===== src/rtl/zt_sram_pkg.sv =====
package zt_sram_pkg;

  localparam int unsigned BYTE_W = 9;

  typedef enum logic {
    ORD_LINEAR     = 1'b0,
    ORD_INTERLEAVE = 1'b1
  } burst_ord_e;

  // Low two address bits of a burst beat.
  function automatic logic [1:0] beat_lo(input logic [1:0] start,
                                         input logic [1:0] beat,
                                         input burst_ord_e ord);
    return (ord == ORD_INTERLEAVE) ? (start ^ beat) : (start + beat);
  endfunction

endpackage


===== src/rtl/zt_sram_front.sv =====
module zt_sram_front import zt_sram_pkg::*; #(
  parameter int unsigned ADDR_W = 6,
  parameter int unsigned BYTES  = 2,
  parameter int unsigned CE_N   = 3
) (
  input  logic              clk,
  input  logic              rst_n,
  input  logic [ADDR_W-1:0] addr_i,
  input  logic              we_i,
  input  logic [BYTES-1:0]  be_i,
  input  logic [CE_N-1:0]   chip_en_i,
  input  logic              adv_i,
  input  logic              ilv_i,
  output logic              acc_valid_o,
  output logic              acc_we_o,
  output logic [ADDR_W-1:0] acc_addr_o,
  output logic [BYTES-1:0]  acc_be_o
);

  logic              act_q;
  logic              we_q;
  logic [ADDR_W-1:0] base_q;
  logic [1:0]        cnt_q;
  burst_ord_e        ord_q;
  logic [BYTES-1:0]  be_q;

  always_ff @(posedge clk or negedge rst_n) begin
    if (!rst_n) begin
      act_q  <= 1'b0;
      we_q   <= 1'b0;
      base_q <= '0;
      cnt_q  <= '0;
      ord_q  <= ORD_LINEAR;
      be_q   <= '0;
    end else begin
      be_q <= be_i;
      if (!adv_i) begin
        act_q  <= &chip_en_i;
        we_q   <= we_i;
        base_q <= addr_i;
        cnt_q  <= '0;
        ord_q  <= burst_ord_e'(ilv_i);
      end else if (act_q) begin
        cnt_q <= cnt_q + 2'd1;
      end
    end
  end

  assign acc_valid_o = act_q;
  assign acc_we_o    = we_q;
  assign acc_be_o    = be_q;
  assign acc_addr_o  = {base_q[ADDR_W-1:2], beat_lo(base_q[1:0], cnt_q, ord_q)};

  AST_BURST_KEEPS_OP: assert property (@(posedge clk) disable iff (!rst_n)
    (adv_i && act_q) |=> (act_q && $stable(we_q) && $stable(base_q)));
  AST_BURST_STEP: assert property (@(posedge clk) disable iff (!rst_n)
    (adv_i && act_q) |=> (cnt_q == $past(cnt_q) + 2'd1));
  AST_DESELECT_STICKY: assert property (@(posedge clk) disable iff (!rst_n)
    (adv_i && !act_q) |=> !act_q);

endmodule


===== src/rtl/zt_sram_latewr.sv =====
module zt_sram_latewr import zt_sram_pkg::*; #(
  parameter int unsigned ADDR_W = 6,
  parameter int unsigned BYTES  = 2,
  localparam int unsigned DW    = BYTES * BYTE_W
) (
  input  logic              clk,
  input  logic              rst_n,
  input  logic              pipe_mode_i,
  input  logic              par_odd_i,
  input  logic              acc_valid_i,
  input  logic              acc_we_i,
  input  logic [ADDR_W-1:0] acc_addr_i,
  input  logic [BYTES-1:0]  acc_be_i,
  input  logic [DW-1:0]     wdata_i,
  output logic              cm_valid_o,
  output logic [ADDR_W-1:0] cm_addr_o,
  output logic [BYTES-1:0]  cm_be_o,
  output logic              par_err_o
);

  logic              d_valid_q;
  logic [ADDR_W-1:0] d_addr_q;
  logic [BYTES-1:0]  d_be_q;
  logic [BYTES-1:0]  bad_byte;
  logic              par_err_q;

  // Extra delay stage used only by the double late write.
  always_ff @(posedge clk or negedge rst_n) begin
    if (!rst_n) begin
      d_valid_q <= 1'b0;
      d_addr_q  <= '0;
      d_be_q    <= '0;
    end else begin
      d_valid_q <= acc_valid_i & acc_we_i;
      d_addr_q  <= acc_addr_i;
      d_be_q    <= acc_be_i;
    end
  end

  assign cm_valid_o = pipe_mode_i ? d_valid_q : (acc_valid_i & acc_we_i);
  assign cm_addr_o  = pipe_mode_i ? d_addr_q  : acc_addr_i;
  assign cm_be_o    = pipe_mode_i ? d_be_q    : acc_be_i;

  for (genvar b = 0; b < BYTES; b++) begin : g_par
    assign bad_byte[b] = (^wdata_i[b*BYTE_W +: BYTE_W]) != par_odd_i;
  end

  always_ff @(posedge clk or negedge rst_n) begin
    if (!rst_n) par_err_q <= 1'b0;
    else        par_err_q <= cm_valid_o & (|(cm_be_o & bad_byte));
  end

  assign par_err_o = par_err_q;

  AST_PAR_AFTER_WRITE: assert property (@(posedge clk) disable iff (!rst_n)
    par_err_o |-> $past(cm_valid_o));
  AST_DOUBLE_LATE: assert property (@(posedge clk) disable iff (!rst_n)
    (pipe_mode_i && cm_valid_o) |-> $past(acc_valid_i && acc_we_i));

endmodule


===== src/rtl/zt_sram_array.sv =====
module zt_sram_array import zt_sram_pkg::*; #(
  parameter int unsigned ADDR_W = 6,
  parameter int unsigned BYTES  = 2,
  localparam int unsigned DW    = BYTES * BYTE_W,
  localparam int unsigned DEPTH = 1 << ADDR_W
) (
  input  logic              clk,
  input  logic              wr_en,
  input  logic [ADDR_W-1:0] wr_addr,
  input  logic [BYTES-1:0]  wr_be,
  input  logic [DW-1:0]     wr_data,
  input  logic [ADDR_W-1:0] rd_addr,
  output logic [DW-1:0]     rd_data
);

  logic [DW-1:0] mem [DEPTH];

  always_ff @(posedge clk) begin
    if (wr_en) begin
      for (int b = 0; b < BYTES; b++) begin
        if (wr_be[b]) mem[wr_addr][b*BYTE_W +: BYTE_W] <= wr_data[b*BYTE_W +: BYTE_W];
      end
    end
  end

  assign rd_data = mem[rd_addr];

endmodule


===== src/rtl/zt_sram.sv =====
module zt_sram import zt_sram_pkg::*; #(
  parameter int unsigned ADDR_W = 6,
  parameter int unsigned BYTES  = 2,
  parameter int unsigned CE_N   = 3
) (
  input  logic                    clk,
  input  logic                    rst_n,
  input  logic [ADDR_W-1:0]       addr,
  input  logic                    we,
  input  logic [BYTES-1:0]        byte_en,
  input  logic [CE_N-1:0]         chip_en,
  input  logic                    adv,
  input  logic                    burst_ilv,
  input  logic                    pipe_mode,
  input  logic                    par_odd,
  input  logic                    oe_n,
  input  logic [BYTES*BYTE_W-1:0] wdata,
  output logic [BYTES*BYTE_W-1:0] rdata,
  output logic                    rdata_en,
  output logic                    par_err
);

  localparam int unsigned DW = BYTES * BYTE_W;

  logic              acc_valid;
  logic              acc_we;
  logic [ADDR_W-1:0] acc_addr;
  logic [BYTES-1:0]  acc_be;
  logic              cm_valid;
  logic [ADDR_W-1:0] cm_addr;
  logic [BYTES-1:0]  cm_be;
  logic [DW-1:0]     arr_rd;
  logic [DW-1:0]     merged;
  logic              rd_now;
  logic              hit;
  logic              oq_valid;
  logic [DW-1:0]     oq_data;
  logic              sel_valid;
  logic [DW-1:0]     sel_data;

  zt_sram_front #(.ADDR_W(ADDR_W), .BYTES(BYTES), .CE_N(CE_N)) u_front (
    .clk(clk), .rst_n(rst_n), .addr_i(addr), .we_i(we), .be_i(byte_en),
    .chip_en_i(chip_en), .adv_i(adv), .ilv_i(burst_ilv),
    .acc_valid_o(acc_valid), .acc_we_o(acc_we), .acc_addr_o(acc_addr), .acc_be_o(acc_be)
  );

  zt_sram_latewr #(.ADDR_W(ADDR_W), .BYTES(BYTES)) u_latewr (
    .clk(clk), .rst_n(rst_n), .pipe_mode_i(pipe_mode), .par_odd_i(par_odd),
    .acc_valid_i(acc_valid), .acc_we_i(acc_we), .acc_addr_i(acc_addr), .acc_be_i(acc_be),
    .wdata_i(wdata), .cm_valid_o(cm_valid), .cm_addr_o(cm_addr), .cm_be_o(cm_be),
    .par_err_o(par_err)
  );

  zt_sram_array #(.ADDR_W(ADDR_W), .BYTES(BYTES)) u_array (
    .clk(clk), .wr_en(cm_valid), .wr_addr(cm_addr), .wr_be(cm_be), .wr_data(wdata),
    .rd_addr(acc_addr), .rd_data(arr_rd)
  );

  // Bypass: write data landing on this edge overrides stale array bytes.
  assign rd_now = acc_valid & ~acc_we;
  assign hit    = cm_valid && (cm_addr == acc_addr);

  for (genvar b = 0; b < BYTES; b++) begin : g_merge
    assign merged[b*BYTE_W +: BYTE_W] = (hit && cm_be[b]) ? wdata[b*BYTE_W +: BYTE_W]
                                                          : arr_rd[b*BYTE_W +: BYTE_W];
  end

  always_ff @(posedge clk or negedge rst_n) begin
    if (!rst_n) begin
      oq_valid <= 1'b0;
      oq_data  <= '0;
    end else begin
      oq_valid <= rd_now;
      oq_data  <= merged;
    end
  end

  assign sel_valid = pipe_mode ? oq_valid : rd_now;
  assign sel_data  = pipe_mode ? oq_data  : merged;
  assign rdata_en  = sel_valid & ~oe_n;
  assign rdata     = rdata_en ? sel_data : '0;

  AST_PIPE_READ_LAT: assert property (@(posedge clk) disable iff (!rst_n)
    (pipe_mode && rd_now) |=> (rdata_en || oe_n));
  AST_FLOW_READ_NOW: assert property (@(posedge clk) disable iff (!rst_n)
    (!pipe_mode && rd_now && !oe_n) |-> rdata_en);
  AST_OE_QUIET_BUS: assert property (@(posedge clk) disable iff (!rst_n)
    !rdata_en |-> (rdata == '0));

endmodule


===== config.mk =====
export PLATFORM = sky130hd
export DESIGN_NAME = zt_sram
export DESIGN_NICKNAME = d
export VERILOG_FILES = /design/src/rtl/zt_sram_pkg.sv /design/src/rtl/zt_sram_front.sv /design/src/rtl/zt_sram_latewr.sv /design/src/rtl/zt_sram_array.sv /design/src/rtl/zt_sram.sv
export SDC_FILE = /design/constraint.sdc
export NUM_CORES = 1
export LEC_CHECK = 0
export BUFFER_PORTS_ARGS = -buffer_cell sky130_fd_sc_hd__buf_2
export CORE_MARGIN = 1.5
export CORE_UTILIZATION = 48
export DETAILED_ROUTE_END_ITERATION = 12
export GPL_ROUTABILITY_DRIVEN = 0
export PLACE_DENSITY_LB_ADDON = 0.05
export SYNTH_ARGS = -nofsm -noshare
export SYNTH_HDL_FRONTEND = slang
export SYNTH_SLANG_ARGS = --single-unit

===== constraint.sdc =====
create_clock -name clk -period 4.5 [get_ports clk]
set_clock_uncertainty 0.15 [all_clocks]
set_input_delay 1.125 -clock clk [delete_from_list [all_inputs] [get_ports clk]]
set_output_delay 1.125 -clock clk [all_outputs]
set_load 0.005 [all_outputs]

======== Yosys cells after proc, flatten, opt, wreduce, memory -nomap -nowiden ========
Memory sizes are Yosys's and may differ from the RTL's.
Index checks and enable logic that the tools add are counted.
word-level totals
  flip-flop bits (word level) ............. 42
  output and inout port bits .............. 20
  logic and storage cells ................. 51
  input bits .............................. 37
  RAM bits ................................ 1152
  memories kept ........................... 1
cells by class
  reduce and logical (&&, ||, !) cells .... 7
  eq/ne operators ......................... 4
  bitwise logic cells ..................... 8
  $add $sub $neg .......................... 2
  muxes and demuxes ....................... 17
memory list
  name         depth  bits a word  read ports  clocked after Yosys merged registers in  write ports  line                 text
  u_array.mem  64     18           1           0                                        1            zt_sram_array.sv:16  logic [DW-1:0] mem [DEPTH];
operators by type and width
  cell                                                                      number
  18-bit two-way mux                                                        2
  9-bit two-way mux                                                         2
  9-bit parity                                                              2
  1-bit two-way mux                                                         8
  2-bit two-way mux                                                         4
  6-bit equality test                                                       1
  6-bit two-way mux                                                         1
  1-bit bitwise AND                                                         4
  1-bit logical AND                                                         3
  3-bit AND reduction                                                       1
  2-bit by 1-bit adder with 2-bit output (second input constant)            1
  2-bit adder                                                               1
  2-bit bitwise AND                                                         1
  1-bit inequality test                                                     2
  2-bit by 1-bit inequality test with 1-bit output (second input constant)  1
  1-bit inverter                                                            2
  2-bit OR reduction                                                        1
  2-bit bitwise XOR                                                         1

======== Depth between registers and ports, before layout ========
  depth after elaboration ................. 9
  mapped depth ............................ 15
  depth with buffers taken out ............ 10

======== Hierarchy ========
Synthesis repeated with hierarchy kept, for this count alone.
second synthesis, totals
  cells, all modules ...................... 2183
  area total of the unflattened synthesis .. 46792.4 um^2
by module, submodules not included
  module          seq. area each (um^2)  area an instance (um^2)  times used  cells each
  zt_sram_array   34593.2                44453.9                  1           1965
  zt_sram         475.5                  1221.2                   1           138
  zt_sram_front   325.3                  569.3                    1           38
  zt_sram_latewr  250.2                  548.0                    1           42

======== Least setup slack after synthesis ========
No wires, ideal clock.
  path kind ............................... reg2out
  from .................................... reg u_front.cnt_q[0]
  to ...................................... out rdata[14]
  cell stages (with the launch flop) ...... 13
  buffers on the path ..................... 4
  arrival ................................. 2.611 ns
  required time ........................... 3.225 ns
  slack ................................... 0.614 ns
  cell sequence ........................... dfrtp_1 ha_1 clkbuf_1 buf_4 buf_2 buf_1 mux2_2 o21ai_0 a21oi_1 nor3_1 o32ai_1 nand2_1 nand2_1
on the way
  longest elaborated chain between the ends .. 9
  elaborated cells between the ends (all ways) .. 11
  those cells by class .................... 1 x add/sub; 1 x eq/ne; 5 x mux; 1 x bitwise; 2 x reduce/logical; 1 x memory
ends and longest elaborated chain
  what                                                                        line                 text
  from (decl)                                                                 zt_sram_front.sv:23  logic [1:0] cnt_q;
  from (signal assigned)                                                      zt_sram_front.sv:44  cnt_q <= cnt_q + 2'd1;
  2-bit adder / 2-bit bitwise XOR (equally long branches)                     zt_sram_pkg.sv:14    return (ord == ORD_INTERLEAVE) ? (start ^ beat) : (start + beat);
  2-bit two-way mux (*)                                                       zt_sram_pkg.sv:14
  named net acc_addr[0]                                                       zt_sram.sv:27        logic [ADDR_W-1:0] acc_addr;
  parallel branches: the longest is 4 deep, another holds memory 64 x 18 bit  n/a
  9-bit two-way mux (*)                                                       zt_sram.sv:64        assign merged[b*BYTE_W +: BYTE_W] = (hit && cm_be[b]) ? wdata[b*BYTE_W +: BYTE_W]
  18-bit two-way mux (*)                                                      zt_sram.sv:79        assign sel_data = pipe_mode ? oq_data : merged;
  18-bit two-way mux (*)                                                      zt_sram.sv:81        assign rdata = rdata_en ? sel_data : '0;
  to (decl)                                                                   zt_sram.sv:18        output logic [BYTES*BYTE_W-1:0] rdata,
Mark *: on every way through the listed nets, which the timed path passes.

======== Final worst setup path ========
  from .................................... reg u_front.cnt_q[0]
  to ...................................... out rdata[2]
on the way
  longest elaborated chain between the ends .. 9
  elaborated cells between the ends (all ways) .. 11
  those cells by class .................... 1 x add/sub; 1 x eq/ne; 5 x mux; 1 x bitwise; 2 x reduce/logical; 1 x memory
ends and longest elaborated chain
  what                                                                        line
  2-bit adder / 2-bit bitwise XOR (equally long branches)                     zt_sram_pkg.sv:14
  2-bit two-way mux (*)                                                       zt_sram_pkg.sv:14
  parallel branches: the longest is 4 deep, another holds memory 64 x 18 bit  n/a
  9-bit two-way mux (*)                                                       zt_sram.sv:64
  18-bit two-way mux (*)                                                      zt_sram.sv:79
  18-bit two-way mux (*)                                                      zt_sram.sv:81
Every way passes the cells marked *.

==> impl_metrics.env <==
export IMPL_outcome="complete, but fails checks"
export IMPL_violations="setup timing"
export IMPL_tns_ps=-7040
export IMPL_crit_path_max_incr_delay_ps=410
export IMPL_vias=29600
export IMPL_crit_type="reg2out"
export IMPL_min_path_cells=1
export IMPL_htreeDepth=4
export IMPL_first_pass_iters=6
export IMPL_r2r_start="u_front.cnt_q[0]"
export IMPL_viasPerCell=6.02
export IMPL_nets=3558
export IMPL_clkTransAtPathRegs_ps=60
export IMPL_power_density_nw_per_um2=458
export IMPL_synth_area_leaders="edfxtp_1, mux4_2, nand2_1"
export IMPL_relSlewSlack=0.202
export IMPL_drc=0
export IMPL_rows=115
export IMPL_grt_pass1_vias=29600
export IMPL_ys_seq_elements=1194
export IMPL_port_buffers=56
export IMPL_worst_pin_slew_ps=1200
export IMPL_floorplan_initialDensity=0.486
export IMPL_cts_tree="built"
export IMPL_r2r_slack_ps=810
export IMPL_path_delay_family="buffers and inverters"
export IMPL_synth_seq_area_share=0.742
export IMPL_rsz0062_at_grt="yes"
export IMPL_syn_num_nets=3156
export IMPL_antenna_found_initial=1
export IMPL_wirelength_um=145000
export IMPL_cts_max_path_buffers=3
export IMPL_holdPathEnd="u_front.acc_be_o[0]"
export IMPL_p_leak_nw=20.1
export IMPL_cp_cell_sequence="ha_4 -> nor2b_4 -> xnor2_2 -> buf_4 -> buf_8 -> buf_12 -> buf_16 -> buf_12 -> mux2i_4 -> o21ai_1 -> nand2_1 -> a211o_4 -> o21ai_4 -> o2bb2ai_4 -> buf_2"
export IMPL_grt_usage=0.287
export IMPL_min_delay_start="byte_en[0]"
export IMPL_slowest_stage="dfrtp_1"
export IMPL_dp_hpwl_um=90000
export IMPL_dieWidth_um=319
export IMPL_clock_latency_ps=730
export IMPL_syn_to_final_growth_pct=22.1
export IMPL_grt_max_degree=66
export IMPL_clock_fmax_mhz=202
export IMPL_numClockSinks=1194
export IMPL_switchingPower_mw=6.73
export IMPL_maxCapViolCount=0
export IMPL_p_sw_frac=0.250
export IMPL_syn_area_um2=48000
export IMPL_worstRegToRegCells=11
export IMPL_dp_slack_ps=-366
export IMPL_fin_ws_ps=-453
export IMPL_synth_flop_cell="edfxtp_1"
export IMPL_fillCellCount=7462
export IMPL_synth_edf_count=1152
export IMPL_vdd_drop_max_v=0.000506
export IMPL_async_reset_ff_frac=0.0352
export IMPL_pwr_share_seq=0.458
export IMPL_finalSetupViolations=18
export IMPL_internal_power_mw=20.2
export IMPL_overflow=0
export IMPL_clkPwrFrac=0.387
export IMPL_die_y_um=319
export IMPL_ant_nets=0
export IMPL_crit_fanout=17
export IMPL_hold_viol_final=0
export IMPL_wl_per_cell_um=29.6
export IMPL_die_area_um2=102000
export IMPL_timing_final_crit_share=1.10
export IMPL_core_area_um2=98900
export IMPL_start_kind="flip-flop"
export IMPL_synth_distinct_cells=54
export IMPL_syn_instance_count=3118
export IMPL_slew_viol_final=0
export IMPL_crit_top_cell="buf_12"
export IMPL_period_needed_ps=4950
export IMPL_timing_rr_end="u_array.mem[47][1]"
export IMPL_hp_class="in2reg"
export IMPL_yosys_warnings=0
export IMPL_grt_pass1_wl_um=210000
export IMPL_endpoint_kind="output pin"
export IMPL_cts_made_buffers=131
export IMPL_cp_required_ps=3220
export IMPL_ctsRootBufferMaster="clkbuf_16"
export IMPL_layout_drive_gt1_share=0.274
export IMPL_avgSynthCellArea_um2=15.4
export IMPL_ioPinCount=57
export IMPL_synth_top_area_frac=0.720
export IMPL_synth_top_cell_by_area="edfxtp_1"
export IMPL_worstPathArrival_ps=3680
export IMPL_cp_buffers_inverters=6
export IMPL_p_comb_frac=0.155
export IMPL_drt_initial_drc_count=3569
==> layout by cell type (no fill, tap or decap), drive strengths merged, types with 12 or more instances in the layout <==
master and count:
a211oi 21, a21oi 37, a22oi 29, a31oi 29, a32oi 14, a41oi 30, buf 459, clkbuf 182
clkinv 40, dfrtp 42, edfxtp 1152, inv 12, mux2 94, mux2i 125, mux4 98, nand2 499
nand3 191, nand4 22, nor2 280, nor3 19, o21ai 64, o221ai 42, o32ai 14, xnor2 18
==> per-layer routing <==
layer | vias up | track usage | part of all wire
met3 | 261 | 0.0460 | 0.071
met5 | - | 0 | 0
met2 | 1243 | 0.446 | 0.47
li1 | 12800 | - | -
met4 | 0 | 0.107 | 0.038
met1 | 15300 | 0.409 | 0.42
==> through the flow <==
step | std cells | power, mW | area, um2 | hold WS, ps | utilization
finish | 4905 | 26.9 | 58700 | 348 | 0.594
detailed placement | 4609 | 15.9 | 52200 | 380 | 0.528
global route | 4904 | 27.7 | 58700 | 319 | 0.594
floorplan | 3118 | 14.3 | 48000 | 197 | -
CTS | 4886 | 26.8 | 58000 | 304 | 0.587
global placement | 4609 | 15.9 | 52200 | 364 | 0.528
==> power by group through the flow <==
stage | logic (mW) | registers [mW] | clock network, mW
floorplan | 1.78 | 12.5 | 0
CTS | 3.96 | 12.3 | 10.6
global route | 4.36 | 12.3 | 11.0
global placement | 3.36 | 12.5 | 0
finish | 4.16 | 12.3 | 10.4
detailed placement | 3.39 | 12.6 | 0
==> what timing repair did <==
action / in CTS / in global routing
resized for setup: 180 / 112
endpoints found under the setup margin: 18 / 18
buffers inserted: 34 / 19
hold buffers: 0 / 0
pin swaps: 41 / 43
gates cloned: 14 / 5
==> cell usage after synthesis (14+ instances only) <==
library cell / instances
nor3_1: 19
a21oi_1: 37
edfxtp_1: 1152
buf_4: 22
mux2_2: 83
a31oi_1: 29
dfrtp_1: 42
a41oi_1: 30
nand4_1: 22
o221ai_1: 42
o32ai_1: 14
clkbuf_1: 92
xnor2_1: 18
o21ai_0: 61
a211oi_1: 21
nand3_1: 191
nand2_1: 499
buf_2: 74
mux2i_1: 125
a22oi_1: 29
a32oi_1: 14
nor2_1: 280
mux4_2: 98
==> logic make-up (layout without fill, tap and decap cells) <==
family	after synthesis	after routing	synth area share
buffers and inverters	207	705	0.0198
adders and majority gates	1	1	0.000260
xor gates and xnor gates	28	28	0.00510
muxes	317	317	0.0940
DFF	1194	1194	0.742
AOI/OAI and AO/OA	339	339	0.0505
other	0	2	0
and+or+nand+nor	1032	1032	0.0884
==> state kept, by name (all words and copies together), names as in the netlist, 2 cells and up <==
signal	count
u_array.mem	1152
u_latewr.d_be_q	2
u_latewr.d_addr_q	6
u_front.acc_be_o	2
u_front.base_q	6
oq_data	18
u_front.cnt_q	2
==> worst register-to-register path: stages, from the launching register on <==
cell	delay [ps]
dfrtp_1	410
ha_4	170
nor2b_4	130
xnor2_2	140
buf_4	150
buf_8	130
buf_4	160
buf_12	160
buf_8	200
o32a_1	360
buf_4	220
nor2_1	920
==> worst max path at each step <==
stage | from | to | slack (ps) | depth (start not counted)
4_1_cts | u_front.base_q[0] | rdata[2] | -560 | 12
2_1_floorplan | u_front.cnt_q[0] | rdata[14] | 610 | 12
3_5_place_dp | u_front.cnt_q[0] | rdata[2] | -370 | 14
3_3_place_gp | u_front.cnt_q[0] | rdata[2] | -360 | 14
6_report | u_front.cnt_q[0] | rdata[2] | -450 | 15
5_1_grt | u_front.base_q[0] | rdata[11] | -550 | 16
==> layout make-up <==
class | count | area (um2) | share of cell area
Antenna cell | 2 | 5.00 | 0.0000853
Clock buffer | 177 | 3720 | 0.0635
Clock inverter | 52 | 425 | 0.00725
Inverter | 9 | 52.6 | 0.000895
Multi-Input combinational cell | 1717 | 12600 | 0.214
Sequential cell | 1194 | 35600 | 0.607
Tap cell | 1287 | 1610 | 0.0274
Timing Repair Buffer | 466 | 4630 | 0.0789
Timing Repair inverter | 1 | 8.76 | 0.000149
No activity file was read; power rests on OpenSTA's default activity.
